## src/rtl/can_stat_pkg.sv

```systemverilog
package can_stat_pkg;
  localparam int CODE_W  = 3;
  localparam int NUM_ERR = 6;
  localparam int WORD_W  = CODE_W + 2;
  localparam int TXOK_POS = CODE_W;
  localparam int RXOK_POS = CODE_W + 1;

  typedef enum logic [CODE_W-1:0] {
    LEC_NONE  = 3'd0,
    LEC_STUFF = 3'd1,
    LEC_FORM  = 3'd2,
    LEC_ACK   = 3'd3,
    LEC_BIT1  = 3'd4,
    LEC_BIT0  = 3'd5,
    LEC_CRC   = 3'd6,
    LEC_SENT  = 3'd7
  } lec_e;

  // index in the error pulse vector that maps to the recovery code
  localparam int RECOV_IDX = int'(LEC_BIT0) - 1;
endpackage

```

## src/rtl/lec_unit.sv

```systemverilog
module lec_unit
  import can_stat_pkg::*;
#(
  parameter int N_ERR = NUM_ERR
) (
  input  logic              clk_i,
  input  logic              rst_ni,
  input  logic [N_ERR-1:0]  err_i,
  input  logic              clean_i,
  input  logic              wr_i,
  input  logic [CODE_W-1:0] wcode_i,
  output logic [CODE_W-1:0] code_o
);
  logic [CODE_W-1:0] hi_code;
  logic              any_err;
  logic [CODE_W-1:0] code_q, code_d;

  always_comb begin
    hi_code = '0;
    for (int i = 0; i < N_ERR; i++)
      if (err_i[i]) hi_code = CODE_W'(i + 1);
  end

  assign any_err = |err_i;

  always_comb begin
    code_d = code_q;
    if (any_err)      code_d = hi_code;
    else if (clean_i) code_d = LEC_NONE;
    else if (wr_i)    code_d = wcode_i;
  end

  always_ff @(posedge clk_i or negedge rst_ni)
    if (!rst_ni) code_q <= LEC_NONE;
    else         code_q <= code_d;

  assign code_o = code_q;

  a_r3_top_error_wins: assert property (@(posedge clk_i) disable iff (!rst_ni)
    err_i[N_ERR-1] |=> code_o == CODE_W'(N_ERR));
  a_r4_clean_clears: assert property (@(posedge clk_i) disable iff (!rst_ni)
    (clean_i && !any_err) |=> code_o == LEC_NONE);
  a_r5_no_hw_sentinel: assert property (@(posedge clk_i) disable iff (!rst_ni)
    (code_o != LEC_SENT && !(wr_i && wcode_i == LEC_SENT)) |=> code_o != LEC_SENT);
  a_r2_error_nonzero: assert property (@(posedge clk_i) disable iff (!rst_ni)
    any_err |=> code_o != LEC_NONE);
endmodule

```

## src/rtl/ok_flag.sv

```systemverilog
module ok_flag (
  input  logic clk_i,
  input  logic rst_ni,
  input  logic set_i,
  input  logic clr_i,
  output logic flag_o
);
  logic flag_q;

  // hardware set outranks software clear
  always_ff @(posedge clk_i or negedge rst_ni)
    if (!rst_ni)     flag_q <= 1'b0;
    else if (set_i)  flag_q <= 1'b1;
    else if (clr_i)  flag_q <= 1'b0;

  assign flag_o = flag_q;

  a_r8_set_beats_clear: assert property (@(posedge clk_i) disable iff (!rst_ni)
    set_i |=> flag_o);
  a_r6_sticky: assert property (@(posedge clk_i) disable iff (!rst_ni)
    (flag_o && !clr_i) |=> flag_o);
  a_r7_no_sw_set: assert property (@(posedge clk_i) disable iff (!rst_ni)
    (!flag_o && !set_i) |=> !flag_o);
endmodule

```

## src/rtl/busoff_mon.sv

```systemverilog
module busoff_mon #(
  parameter int RUN_LEN = 11,
  localparam int CNT_W = $clog2(RUN_LEN + 1)
) (
  input  logic clk_i,
  input  logic rst_ni,
  input  logic recov_i,
  input  logic strobe_i,
  input  logic bit_i,
  output logic hit_o
);
  logic [CNT_W-1:0] cnt_q;
  logic             last;

  assign last  = (cnt_q == CNT_W'(RUN_LEN - 1));
  assign hit_o = recov_i && strobe_i && bit_i && last;

  always_ff @(posedge clk_i or negedge rst_ni)
    if (!rst_ni)                cnt_q <= '0;
    else if (!recov_i)          cnt_q <= '0;
    else if (strobe_i) begin
      if (!bit_i || last)       cnt_q <= '0;
      else                      cnt_q <= cnt_q + 1'b1;
    end

  a_r9_cnt_bound: assert property (@(posedge clk_i) disable iff (!rst_ni)
    cnt_q < CNT_W'(RUN_LEN));
  a_r9_idle_restart: assert property (@(posedge clk_i) disable iff (!rst_ni)
    !recov_i |=> cnt_q == '0);
  a_r9_dominant_restart: assert property (@(posedge clk_i) disable iff (!rst_ni)
    (strobe_i && !bit_i) |=> cnt_q == '0);
endmodule

```

## src/rtl/can_stat_reg.sv

```systemverilog
module can_stat_reg
  import can_stat_pkg::*;
#(
  parameter int RUN_LEN = 11
) (
  input  logic              clk_i,
  input  logic              rst_ni,
  input  logic [NUM_ERR-1:0] err_pulse_i,
  input  logic              xfer_ok_i,
  input  logic              tx_acked_i,
  input  logic              rx_done_i,
  input  logic              recov_i,
  input  logic              bit_strobe_i,
  input  logic              bus_bit_i,
  input  logic              cpu_wr_i,
  input  logic [WORD_W-1:0] cpu_wdata_i,
  output logic [WORD_W-1:0] cpu_rdata_o
);
  logic               recov_hit;
  logic [NUM_ERR-1:0] err_all;
  logic [CODE_W-1:0]  code;
  logic [1:0]         flag_set, flag_clr, flag_q;

  busoff_mon #(.RUN_LEN(RUN_LEN)) u_mon (
    .clk_i, .rst_ni,
    .recov_i, .strobe_i(bit_strobe_i), .bit_i(bus_bit_i),
    .hit_o(recov_hit)
  );

  assign err_all = err_pulse_i | (NUM_ERR'(recov_hit) << RECOV_IDX);

  lec_unit #(.N_ERR(NUM_ERR)) u_lec (
    .clk_i, .rst_ni,
    .err_i(err_all), .clean_i(xfer_ok_i),
    .wr_i(cpu_wr_i), .wcode_i(cpu_wdata_i[CODE_W-1:0]),
    .code_o(code)
  );

  assign flag_set = {rx_done_i, tx_acked_i};

  for (genvar g = 0; g < 2; g++) begin : g_flag
    assign flag_clr[g] = cpu_wr_i && !cpu_wdata_i[TXOK_POS + g];
    ok_flag u_flag (
      .clk_i, .rst_ni,
      .set_i(flag_set[g]), .clr_i(flag_clr[g]),
      .flag_o(flag_q[g])
    );
  end

  assign cpu_rdata_o = {flag_q, code};

  a_r9_recov_code: assert property (@(posedge clk_i) disable iff (!rst_ni)
    (recov_hit && !(|err_pulse_i[NUM_ERR-1:RECOV_IDX+1]))
      |=> cpu_rdata_o[CODE_W-1:0] == LEC_BIT0);
  a_r10_flags_indep: assert property (@(posedge clk_i) disable iff (!rst_ni)
    (cpu_wr_i && cpu_wdata_i[TXOK_POS] && !tx_acked_i)
      |=> cpu_rdata_o[TXOK_POS] == $past(cpu_rdata_o[TXOK_POS]));
endmodule

```

## config.mk

```make
export PLATFORM = sky130hd
export DESIGN_NAME = can_stat_reg
export DESIGN_NICKNAME = d
export VERILOG_FILES = /design/src/rtl/can_stat_pkg.sv /design/src/rtl/lec_unit.sv /design/src/rtl/ok_flag.sv /design/src/rtl/busoff_mon.sv /design/src/rtl/can_stat_reg.sv
export SDC_FILE = /design/constraint.sdc
export NUM_CORES = 1
export LEC_CHECK = 0
export ABC_AREA = 1
export BUFFER_PORTS_ARGS = -buffer_cell sky130_fd_sc_hd__buf_2
export CELL_PAD_IN_SITES_DETAIL_PLACEMENT = 1
export CELL_PAD_IN_SITES_GLOBAL_PLACEMENT = 1
export CORE_MARGIN = 5
export CORE_UTILIZATION = 31
export CTS_CLUSTER_DIAMETER = 120
export DETAILED_ROUTE_END_ITERATION = 8
export PLACE_DENSITY_LB_ADDON = 0.15
export SLEW_MARGIN = 30
export SYNTH_ARGS = -nofsm -noshare
export SYNTH_HDL_FRONTEND = slang
export SYNTH_SLANG_ARGS = --single-unit
```

## constraint.sdc

```tcl
create_clock -name clk_i -period 1.7 [get_ports clk_i]
set_input_delay 0.17 -clock clk_i [delete_from_list [all_inputs] [get_ports clk_i]]
set_output_delay 0.17 -clock clk_i [all_outputs]
set_load 0.01 [all_outputs]
```

# Word-level counts from Yosys, hierarchy flattened
# Index checks and enable logic that the tools add are counted.
# word_totals
inputBits	20
out_inout_bits	5
register_bits	9
elab_cells	37
# op_classes
n_eq_ne	2
mux	16
n_addsub	1
n_bitwise	1
n_reduce_logical	13
# ops
cell	n
2-to-1 mux 3 bit	8
2-to-1 mux 4 bit	3
OR 6 x 5 -> 6 bit	1
OR reduction 6 bit	1
logical AND 1 bit	5
2-to-1 mux 1 bit	5
adder 4 x 1 -> 4 bit, second input constant	1
== test 4 bit, second input constant	1
nonzero test 2 bit	2
logical NOT 1 bit	3
nonzero test 3 bit	1
!= test 2 x 1 -> 1 bit, second input constant	1
logical OR 1 bit	1

# Depth between registers and ports, before layout
# Gate-level depths: netlist of the first run.
# logic_depth
depth_word	11
ltp_mapped	11
ltp_nobuf	11

# Modules after synthesis
# From an unflattened synthesis of the first run, not the netlist that was laid out.
# unflattened
cells_unflattened	88
hier_area_um2	601.8
# modules_own_cells
module	area_each_um2	instances	cells_each	seq_area_each_um2
lec_unit	256.5	1	39	75.1
busoff_mon	242.7	1	33	100.1
ok_flag	40.0	2	5	25.0
can_stat_reg	22.5	1	6	0.0

# Least setup slack after synthesis of the first run
# No wires, ideal clock.
# synth_path
kind	register to register
startpoint	register u_mon.cnt_q[0]
endpoint	register u_lec.code_q[0] (netlist: u_lec.code_o[0])
n_path_buf	0
setup_ps	116
period_less_slack_ps	1298
setup_slack_ps	402
arrival_time_ps	1181
required_ps	1584
path_stages_with_launch	11
path_cell_list	dfrtp_1 -> inv_1 -> ha_1 -> nand3_2 -> nor2_2 -> nor2_4 -> nand2_2 -> nor2_4 -> nand2_2 -> nand2_1 -> nand2_1
# synth_via
elab_chain_cells	6
word_cells_on_any_way	8
cone_classes	1 x eq/ne; 3 x mux; 1 x bitwise; 3 x reduce/logical
# synth_lines
item	line	text
from (decl)	busoff_mon.sv:12	logic [CNT_W-1:0] cnt_q;
from (signal assigned)	busoff_mon.sv:23	else cnt_q <= cnt_q + 1'b1;
== test 4 bit *	busoff_mon.sv:15	assign last = (cnt_q == CNT_W'(RUN_LEN - 1));
logical AND 1 bit *	busoff_mon.sv:16	assign hit_o = recov_i && strobe_i && bit_i && last;
OR 6 x 5 -> 6 bit *	can_stat_reg.sv:30	assign err_all = err_pulse_i | (NUM_ERR'(recov_hit) << RECOV_IDX);
2-to-1 mux 3 bit (2 in a row)	lec_unit.sv:21	if (err_i[i]) hi_code = CODE_W'(i + 1);
2-to-1 mux 3 bit	lec_unit.sv:28	if (any_err) code_d = hi_code;
to (signal assigned)	lec_unit.sv:35	else code_q <= code_d;
to (decl)	lec_unit.sv:16	logic [CODE_W-1:0] code_q, code_d;
# Mark *: on every way between the ends. The rest lies on a longest branch, timed or not.
# A chain may end at the register's enable or synchronous reset.

# Worst setup path in the final report of the first run
# layout_path
startpoint	register u_mon.cnt_q[0]
endpoint	register u_lec.code_q[2] (netlist: u_lec.code_o[2])
# Same word-level chain as after synthesis.

==> flow_metrics.tcl, run 1 <==
set metrics [dict create \
    outcome "finished, final reports clean" \
    core_um2 1920 \
    vdd_drop_max_mv 0.317 \
    maxCapViolCount 0 \
    finalMaxSlewViolations 0 \
    max_slew.worst_pin.slew_ps 287 \
    std_cell_rows 16 \
    max_freq_ghz 0.695 \
    worst_hold_path_type "input pin to flip-flop" \
    timing.critical_path.from "u_mon.cnt_q[0]$_DFFE_PN0P_" \
    rsz0062_at_grt "no" \
    flow.area_growth_from_synthesis_pct 28.4 \
    cts_made_buffers 3 \
    die_w_um 54.6 \
    place.gp.congestion 0.741 \
    routed-wl-met3_um 63 \
    ys_ff_latch 9 \
    die_outline_area_um2 2980 \
    cts_resized 0 \
    cell_taking_the_most_area_after_synthesis "sky130_fd_sc_hd__dfrtp_1" \
    final_setup_violations 0 \
    timing.rr.start "u_mon.cnt_q[0]$_DFFE_PN0P_" \
    post_dp_cell_area_um2 756 \
    clkLatencyLatePin_ps 260 \
    postSynthAreaPerCell_um2 7.26 \
    grt_first_pass_wirelength_um 2460 \
    fin_crit_ps 1440 \
    register_clock_pin_slew_on_the_reported_worst_setup_and_hold_paths_ps 60 \
    power.density_cell_area_nw_per_um2 608 \
    insertedDiodeCount 0 \
    worst_setup_skew_after_layout_ps 4.02 \
    synth.top_cell.area_share_pct 36.5 \
    clk_root_buffer_cell "sky130_fd_sc_hd__clkbuf_4" \
    design.final.nets 135 \
    post_synth_inst_count 85 \
    drt.antenna.violating_nets 0 \
    dp_hpwl_um 1260 \
    arrival_ps 1590 \
    grt_usage_pct 11.6 \
    timing.slew.headroom_pct 80.8 \
    synth_warnings 0 \
    leakagePower_nw 0.408 \
    topRoutingLayerUsed "met4" \
    total_count_of_hold_check_failures_in_the_final_report 0 \
    finalInstanceArea_um2 792 \
    fp.dieH_um 54.6 \
    vias 597 \
    synthTopCellsByArea "sky130_fd_sc_hd__dfrtp_1 (37%), sky130_fd_sc_hd__nand2_1 (12%), sky130_fd_sc_hd__inv_1 (8.5%), sky130_fd_sc_hd__nand3_1 (4.9%), sky130_fd_sc_hd__nor2_1 (4.9%)" \
    grt_antenna_before_repair 0 \
    post_drt_via_cell_ratio 4.29 \
    drt_iter0_markers 5 \
    met2_length_um 713 \
    cts_tree "built" \
    timing.critical_path.required_ps 1850 \
    floorplan.initialDensity_pct 32.1 \
    ff2ff_path_depth 10 \
    critPathMaxFanout 5 \
    cts-htree-levels 1 \
    criticalPathCategory "flip-flop to flip-flop" \
    portBuffers 24 \
    synth-seq-area-share_pct 36.5 \
    synthesis.nets 107 \
    routedWlPerCell_um 10.6 \
    drc_errors 0 \
    wl_met1_um 667 \
    ioPinCount 25 \
    post_route_cells_drive_above_1_share_pct 33.9 \
    timing.critical_path.from_type "flip-flop" \
    cts_max_path_buffers 2 \
    cts_num_sinks 9 \
    setup.worst_path.end_class "flip-flop" \
    layout_worst_path_cycle_share_pct 84.7 \
    post-layout-total-power_uw 482 \
    syn-cell-area_um2 617 \
    drt_pre_antenna_iters 4 \
    grt_max_degree 10 \
    holdCritStartpoint "tx_acked_i" \
    vias_in_the_first_global_route 590 \
    postRouteWirelength_um 1470 \
    grt-ovfl-total 0 \
    hold_path_depth 3 \
    setup_tns_ps 0 \
    post_synth_num_cell_types 19 \
]
[per-stage QoR]
step	utilization (%)	setup slack, ps	hold slack, ps	std cells
final	41.2	261	100	139
after global routing	41.2	81.9	107	139
after CTS	41.2	226	94.7	139
after detailed placement	39.3	260	32.2	134
after global placement	39.3	333	30.7	134
after floorplan	-	402	-126	85
[cell type report]
type / instances / area [um2]
clock buffers: 4 / 26.3
fillers: 261 / 1130
inverters: 16 / 60.1
multi-input cells: 58 / 317
flip-flops and latches: 9 / 225
well taps: 27 / 33.8
repair buffers: 25 / 130
[repair_timing]
item                                    4_1_cts  5_1_grt
hold endpoints to repair                      9        0
hold buffers                                  1        0
endpoints found under the setup margin        0        0
setup buffers                                 0        0
[layer usage]
metal,GRT usage [%],vias up
met3,1.91,4
met2,17.9,17
met4,6.22,0
li1,-,319
met5,0,-
met1,15.3,257
[cell families after synthesis]
logic type / synth area share (%)
and+or+nand+nor: 38.5
AOI/OAI and AO/OA: 5.88
buffers and inverters: 12.2
adders and majority gates: 4.06
xor gates and xnor gates: 2.84
DFF: 36.5
[worst paths after layout]
check	end	slack, ps
hold / removal	g_flag[0].u_flag.flag_o$_DFFE_PN0P_	100
hold reg to reg	g_flag[0].u_flag.flag_o$_DFFE_PN0P_	490
max in group asynchronous	u_mon.cnt_q[2]$_DFFE_PN0P_	1230
setup reg to reg	u_lec.code_o[2]$_DFFE_PN0P_	260
min in group asynchronous	u_mon.cnt_q[0]$_DFFE_PN0P_	300
setup / recovery	u_lec.code_o[2]$_DFFE_PN0P_	260
[placed cells by master, fill, tap and decap left out, drive strengths merged]
master	count
ha	2
nor2	13
clkbuf	4
o21ai	6
nand2	21
o22ai	1
nand3b	1
nand4	4
dfrtp	9
xor2	1
dlygate4sd3	1
inv	16
xnor2	1
buf	24
nand3	8
[cells in the mapped netlist, drive strengths merged]
master,number
buf,2
dfrtp,9
ha,2
inv,16
nand2,21
nand3,8
nand3b,1
nand4,4
nor2,13
o21ai,6
o22ai,1
xnor2,1
xor2,1
[flip-flops by register name, summed over array words and instances (netlist names)]
register,cells
u_mon.cnt_q,4
g_flag.u_flag.flag_o,2
u_lec.code_o,3
[report_power, final]
group | switching, mW | internal, mW | total, mW
combinational | 0.0510 | 0.0384 | 0.0895
clock | 0.0731 | 0.0904 | 0.163
sequential | 0.00531 | 0.224 | 0.229
total | 0.129 | 0.352 | 0.482
[worst max-delay path: stages (launching register included)]
cell and delay [ps]:
sky130_fd_sc_hd__dfrtp_1 370, sky130_fd_sc_hd__inv_1 70, sky130_fd_sc_hd__ha_1 220, sky130_fd_sc_hd__nand3_2 80, sky130_fd_sc_hd__nor2_2 50, sky130_fd_sc_hd__nor2_4 120
sky130_fd_sc_hd__nand2_2 80, sky130_fd_sc_hd__nor2_4 120, sky130_fd_sc_hd__nand2_2 80, sky130_fd_sc_hd__nand2_1 80, sky130_fd_sc_hd__nand2_1 60
Power figures use the tool's default switching activity.
==> inputs of run 2 (changes only) <==
- CORE_UTILIZATION: 31 -> 28
- clock period: 1.7 -> 1.2 ns (I/O delays scaled with it)
==> flow_metrics.tcl, run 2 (synthesis results as in run 1) <==
set metrics [dict create \
    outcome "finished with violations" \
    violated_checks "negative setup slack" \
    clk_root_buffer_cell "sky130_fd_sc_hd__clkbuf_4" \
    grt_first_pass_wirelength_um 3030 \
    arrival_ps 1460 \
    die_outline_area_um2 3240 \
    critPathMaxFanout 2 \
    maxCapViolCount 0 \
    cp_top_family "simple AND/OR/NAND/NOR gates" \
    grt_usage_pct 11.9 \
    max_freq_ghz 0.765 \
    post_route_cells_drive_above_1_share_pct 48.4 \
    clkLatencyLatePin_ps 260 \
    final_setup_violations 6 \
    cts_max_path_buffers 2 \
    cts_num_sinks 9 \
    power_switching_uw 205 \
    die_w_um 56.9 \
    ioPinCount 25 \
    drc_errors 0 \
    vias_in_the_first_global_route 709 \
    critical_path_buf_inv_count 2 \
    mostFrequentLayoutCells "sky130_fd_sc_hd__buf_2 (24), sky130_fd_sc_hd__nand2_1 (18), sky130_fd_sc_hd__inv_1 (12), sky130_fd_sc_hd__buf_4 (12), sky130_fd_sc_hd__dfrtp_1 (9)" \
    fin_crit_ps 1310 \
    worst_hold_path_type "input pin to flip-flop" \
    crit_path_frequent_cell "sky130_fd_sc_hd__nand2_1" \
    worst_setup_skew_after_layout_ps 0.438 \
    leakagePower_nw 0.467 \
    design.final.nets 147 \
    p_comb_share_pct 22.3 \
    switching_share_of_power_pct 28.2 \
    drt.antenna.violating_nets 0 \
    floorplan.initialDensity_pct 28.7 \
    drt_pre_antenna_iters 4 \
    vias 674 \
    grt-ovfl-total 0 \
    std_cell_rows 17 \
    fp.dieH_um 56.9 \
    mostFrequentLayoutCell "sky130_fd_sc_hd__buf_2" \
    rsz0062_at_grt "yes" \
    max_slew.worst_pin.slew_ps 280 \
    critical-path-max-stage-delay_ps 390 \
    seq_power_share_pct 44.7 \
    layout_worst_path_cycle_share_pct 109 \
    flow.area_growth_from_synthesis_pct 52.5 \
    power.internal_uw 521 \
    cts_made_buffers 3 \
    routedWlPerCell_um 11.7 \
    core_um2 2150 \
    vdd_drop_max_mv 0.734 \
    insertedDiodeCount 0 \
    postRouteWirelength_um 1770 \
    instances_no_fill 152 \
    place.gp.congestion 0.750 \
    register_clock_pin_slew_on_the_reported_worst_setup_and_hold_paths_ps 60 \
    timing.critical_path.from_type "flip-flop" \
    setup.worst_path.end_class "flip-flop" \
    timing.critical_path.cells "inv_2 > ha_4 > nand2_2 > nor2_2 > nand2_1 > nand3b_1 > nand2_1 > inv_1 > nand2_1 > nand2_1 > nand2_1" \
    dp_hpwl_um 1390 \
    timing.critical_path.required_ps 1360 \
    criticalPathCategory "flip-flop to flip-flop" \
    timing.slew.headroom_pct 81.3 \
    total_count_of_hold_check_failures_in_the_final_report 0 \
    post_drt_via_cell_ratio 4.43 \
    power.density_cell_area_nw_per_um2 771 \
    portBuffers 24 \
    cts-htree-levels 1 \
    finalMaxSlewViolations 0 \
    placed_cells_incl_taps 141 \
    final.setup.worst_slack_ps -108 \
    cts_tree "built" \
    hold-worst-slack_ps 42.2 \
    share_clk_of_total_power_pct 33.1 \
    setup_tns_ps -444 \
    grt_antenna_before_repair 0 \
    grt_max_degree 10 \
    register_with_the_most_flip_flops "u_mon.cnt_q" \
    largest_register_ff_count 4 \
    drt_iter0_markers 5 \
    critPathSlowestCell "sky130_fd_sc_hd__dfrtp_1" \
]
-- run 2: cell count changes in the layout (fill, tap and decap cells not counted), moves of 2 or more --
cell                     delta
sky130_fd_sc_hd__buf_4     +12
sky130_fd_sc_hd__ha_1       -2
sky130_fd_sc_hd__inv_1      -2
sky130_fd_sc_hd__inv_2      +2
sky130_fd_sc_hd__nor2_1     -2
sky130_fd_sc_hd__nor2_4     +2
-- run 2: repair_timing --
action,in CTS,in global routing
resized for setup,11,1
setup buffers,4,2
hold endpoints to repair,9,0
setup endpoints to repair,7,7
pin swaps,9,3
hold buffers,1,0
-- run 2: area by class of cell --
class                           count  area [um2]
Fill cell                         281        1210
Multi-Input combinational cell     58         374
Sequential cell                     9         225
Timing Repair Buffer               37         220
Inverter                           16        60.1
Tap cell                           28        35.0
Clock buffer                        4        26.3
-- run 2: worst reg2reg max path: stages (launching register included) --
cell and delay [ps]:
sky130_fd_sc_hd__dfrtp_1 390, sky130_fd_sc_hd__inv_2 80, sky130_fd_sc_hd__ha_4 150, sky130_fd_sc_hd__nand2_2 50
sky130_fd_sc_hd__nor2_2 130, sky130_fd_sc_hd__nand2_1 70, sky130_fd_sc_hd__nand3b_1 80, sky130_fd_sc_hd__nand2_1 50
sky130_fd_sc_hd__inv_1 50, sky130_fd_sc_hd__nand2_1 50, sky130_fd_sc_hd__nand2_1 60, sky130_fd_sc_hd__nand2_1 40
-- run 2: path summary, 6_finish.rpt --
path	start	end	slack, ps	depth (start not counted)
worst max-delay path	u_mon.cnt_q[0]$_DFFE_PN0P_	u_lec.code_o[1]$_DFFE_PN0P_	-110	11
worst min-delay path	rx_done_i	g_flag[1].u_flag.flag_o$_DFFE_PN0P_	40	3
worst max register to register	u_mon.cnt_q[0]$_DFFE_PN0P_	u_lec.code_o[1]$_DFFE_PN0P_	-110	11
worst min register to register	g_flag[0].u_flag.flag_o$_DFFE_PN0P_	g_flag[0].u_flag.flag_o$_DFFE_PN0P_	500	2
max in group asynchronous	rst_ni	u_mon.cnt_q[0]$_DFFE_PN0P_	780	2
min in group asynchronous	rst_ni	g_flag[0].u_flag.flag_o$_DFFE_PN0P_	240	2
-- run 2: layer usage --
metal | vias up | track usage, % | part of all wire [%]
li1 | 342 | - | -
met1 | 320 | 12.1 | 39
met2 | 12 | 22.2 | 56
met3 | 0 | 5.20 | 4.7
met4 | 0 | 2.98 | 0
met5 | - | 0 | 0
-- run 2: power groups by stage --
stage	registers, mW	logic [mW]	clock network (mW)
after floorplan	0.333	0.0640	0
after global placement	0.330	0.134	0
after detailed placement	0.330	0.139	0
after CTS	0.324	0.157	0.250
after global routing	0.325	0.180	0.277
final	0.324	0.162	0.240
-- run 2: metrics by stage --
| step | setup slack, ps | instance area, um2 | power [mW] | util [%] |
|---|---|---|---|---|
| 4_1_cts | -95.0 | 923 | 0.731 | 43.0 |
| 3_3_place_gp | -148 | 815 | 0.464 | 37.9 |
| 6_report | -108 | 941 | 0.726 | 43.8 |
| 2_1_floorplan | -96.3 | 629 | 0.397 | - |
| 5_1_grt | -196 | 941 | 0.782 | 43.8 |
| 3_5_place_dp | -168 | 815 | 0.469 | 37.9 |
==> inputs of run 3 (changes only) <==
- SYNTH_HIERARCHICAL: default -> 1
==> flow_metrics.tcl, run 3 <==
set metrics [dict create \
    place_ws_ps -249 \
    power.internal_uw 501 \
    cell_taking_the_most_area_after_synthesis "sky130_fd_sc_hd__dfrtp_1" \
    outcome "finished with violations" \
    synth-seq-area-share_pct 37.4 \
    flow.area_growth_from_synthesis_pct 47.0 \
    synth.top_cell.area_share_pct 37.4 \
    ff2ff_path_depth 12 \
    synthesis.nets 110 \
    synthMostInstantiatedCell "sky130_fd_sc_hd__nand2_1" \
    p_comb_share_pct 19.7 \
    synthSimpleGateAreaFrac_pct 41.8 \
    die_w_um 56.4 \
    syn-cell-area_um2 602 \
    post_drt_via_cell_ratio 4.23 \
    timing.critical_path.required_ps 1360 \
    drt_iter0_markers 2 \
    hold-worst-slack_ps 37.8 \
    seq_power_share_pct 45.7 \
    rsz0062_at_grt "yes" \
    total_count_of_hold_check_failures_in_the_final_report 0 \
    largest_register_ff_count 4 \
    violated_checks "negative setup slack" \
    place.gp.congestion 0.711 \
    drc_errors 0 \
    post_route_cells_drive_above_1_share_pct 43.9 \
    critPathMaxFanout 6 \
    synth_enable_flop_cells 0 \
    drt.antenna.violating_nets 0 \
    die_outline_area_um2 3180 \
    criticalPathCategory "flip-flop to flip-flop" \
    grt_first_pass_wirelength_um 2670 \
    cts_made_buffers 3 \
    arrival_ps 1580 \
    post_synth_mux_area_share_pct 0 \
    proportion_of_synthesized_flip_flops_having_asynchronous_set_or_reset_pct 100 \
    mostFrequentLayoutCell "sky130_fd_sc_hd__nand2_1" \
    max_freq_ghz 0.703 \
    switching_share_of_power_pct 29.5 \
    share_clk_of_total_power_pct 34.6 \
    vias 635 \
    fillCellCount 272 \
    post_synth_num_cell_types 18 \
    final_setup_violations 3 \
    mostFrequentLayoutCells "sky130_fd_sc_hd__nand2_1 (29), sky130_fd_sc_hd__buf_2 (24), sky130_fd_sc_hd__inv_1 (15)" \
    core_um2 2000 \
    timing.slew.headroom_pct 78.9 \
    synthTopCellsByArea "sky130_fd_sc_hd__dfrtp_1 (37%), sky130_fd_sc_hd__nand2_1 (20%), sky130_fd_sc_hd__inv_1 (10%), sky130_fd_sc_hd__nor2_2 (5.2%), sky130_fd_sc_hd__ha_1 (4.2%)" \
    leakagePower_nw 0.490 \
    hold_path_depth 3 \
    placed_cells_incl_taps 144 \
    portBuffers 24 \
    maxCapViolCount 0 \
    synth_top_family_by_area "simple AND/OR/NAND/NOR gates" \
    dp_hpwl_um 1270 \
    register_with_the_most_flip_flops "u_mon/cnt_q" \
    clkLatencyLatePin_ps 260 \
    grt_usage_pct 10.2 \
    final.setup.worst_slack_ps -222 \
    register_clock_pin_slew_on_the_reported_worst_setup_and_hold_paths_ps 70 \
    cts_tree "built" \
    grt_max_degree 10 \
    vdd_drop_max_mv 0.652 \
    postRouteWirelength_um 1540 \
    synth_warnings 6 \
    area_share_of_fa_ha_maj_cells_after_synthesis_pct 4.16 \
    floorplan.initialDensity_pct 30.1 \
    worst_hold_path_type "input pin to flip-flop" \
    synth_xor_xnor_area_share_pct 1.46 \
    drt_pre_antenna_iters 2 \
    setup.worst_path.end_class "flip-flop" \
    postSynthAreaPerCell_um2 6.84 \
    layout_worst_path_cycle_share_pct 119 \
    power.density_cell_area_nw_per_um2 803 \
    fp.dieH_um 56.4 \
    finalMaxSlewViolations 0 \
    routedWlPerCell_um 10.2 \
    grt-ovfl-total 0 \
    vias_in_the_first_global_route 658 \
    cts-htree-levels 1 \
    grt_antenna_before_repair 0 \
    postSynth.topFlopCell "sky130_fd_sc_hd__dfrtp_1" \
    ioPinCount 25 \
    std_cell_rows 16 \
    design.final.nets 146 \
    yosys-top-cells-count "sky130_fd_sc_hd__nand2_1 (32), sky130_fd_sc_hd__inv_1 (16), sky130_fd_sc_hd__dfrtp_1 (9)" \
    timing.critical_path.from_type "flip-flop" \
    ys_ff_latch 9 \
    cts_num_sinks 9 \
    cts_max_path_buffers 2 \
    post_synth_inst_count 88 \
    insertedDiodeCount 0 \
    max_slew.worst_pin.slew_ps 316 \
    fin_crit_ps 1420 \
    power_switching_uw 210 \
    post-layout-total-power_uw 710 \
    clk_root_buffer_cell "sky130_fd_sc_hd__clkbuf_4" \
    worst_setup_skew_after_layout_ps 2.08 \
    instances_no_fill 150 \
    synthesized_area_fraction_occupied_by_ao_oa_aoi_and_oai_cells_pct 3.95 \
]
==> run 3: final timing paths <==
path / startpoint / end / slack [ps]
max in group asynchronous: rst_ni / u_mon/cnt_q[3]$_DFFE_PN0P_ / 770
hold reg to reg: g_flag[0].u_flag/flag_o$_DFFE_PN0P_ / g_flag[0].u_flag/flag_o$_DFFE_PN0P_ / 470
setup reg to reg: u_mon/cnt_q[0]$_DFFE_PN0P_ / u_lec/code_o[0]$_DFFE_PN0P_ / -220
min in group asynchronous: rst_ni / u_mon/cnt_q[1]$_DFFE_PN0P_ / 240
setup / recovery: u_mon/cnt_q[0]$_DFFE_PN0P_ / u_lec/code_o[0]$_DFFE_PN0P_ / -220
hold / removal: tx_acked_i / g_flag[0].u_flag/flag_o$_DFFE_PN0P_ / 40
==> run 3: critical path: stages, from the launching register on <==
cell	delay [ps]
sky130_fd_sc_hd__dfrtp_1	370
sky130_fd_sc_hd__inv_2	60
sky130_fd_sc_hd__ha_4	150
sky130_fd_sc_hd__nand2_2	60
sky130_fd_sc_hd__nor3_2	40
sky130_fd_sc_hd__inv_1	60
sky130_fd_sc_hd__nand2_2	60
sky130_fd_sc_hd__inv_2	70
sky130_fd_sc_hd__nand2_4	50
sky130_fd_sc_hd__nor2_4	180
sky130_fd_sc_hd__nand2_2	80
sky130_fd_sc_hd__nor2_2	100
sky130_fd_sc_hd__a21oi_2	40
==> run 3: cell type report <==
cell class                 count  area (um2)  share of cell area [%]
multi-input combinational     61         355                    40.2
tap                           27        33.8                    3.82
timing repair buffer          31         175                    19.8
sequential                     9         225                    25.5
clock inverter                 1        5.00                   0.566
clock buffer                   3        22.5                    2.55
inverter                      18        67.6                    7.64
==> run 3: power by group through the flow <==
stage                     Combinational [mW]  Clock [mW]  Sequential [mW]
after floorplan                       0.0552           0            0.336
final                                  0.140       0.246            0.325
after CTS                              0.138       0.254            0.325
after detailed placement               0.132           0            0.330
after global placement                 0.129           0            0.330
after global routing                   0.157       0.271            0.326
==> run 3: logic make-up after synthesis <==
group / Yosys count
AOI/OAI and AO/OA: 4
DFF: 9
adders and majority gates: 2
xor gates and xnor gates: 1
and+or+nand+nor: 54
buffers and inverters: 18
==> run 3: timing repair <==
action / 4_1_cts / 5_1_grt
endpoints found under the setup margin: 3 / 7
hold buffers: 1 / 0
endpoints found under the hold margin: 9 / 0
gates resized for setup: 4 / 4
pin swaps: 2 / 6
setup buffers: 0 / 3
==> run 3: metrics by stage <==
| stage | util [%] | cell area [um2] | TNS (ps) |
|---|---|---|---|
| final | 44.2 | 885 | -630 |
| after global routing | 44.2 | 885 | -998 |
| after CTS | 42.8 | 856 | -589 |
| after detailed placement | 40.0 | 801 | -627 |
| after global placement | 40.0 | 801 | -486 |
| after floorplan | - | 609 | -522 |
==> run 3: routing by layer <==
layer | up-vias | share of wire (%) | global-route usage [%]
met2 | 13 | 52 | 18.9
met3 | 0 | 5.1 | 1.61
li1 | 337 | - | -
met4 | 0 | 0 | 4.07
met5 | - | 0 | 0
met1 | 285 | 43 | 11.4
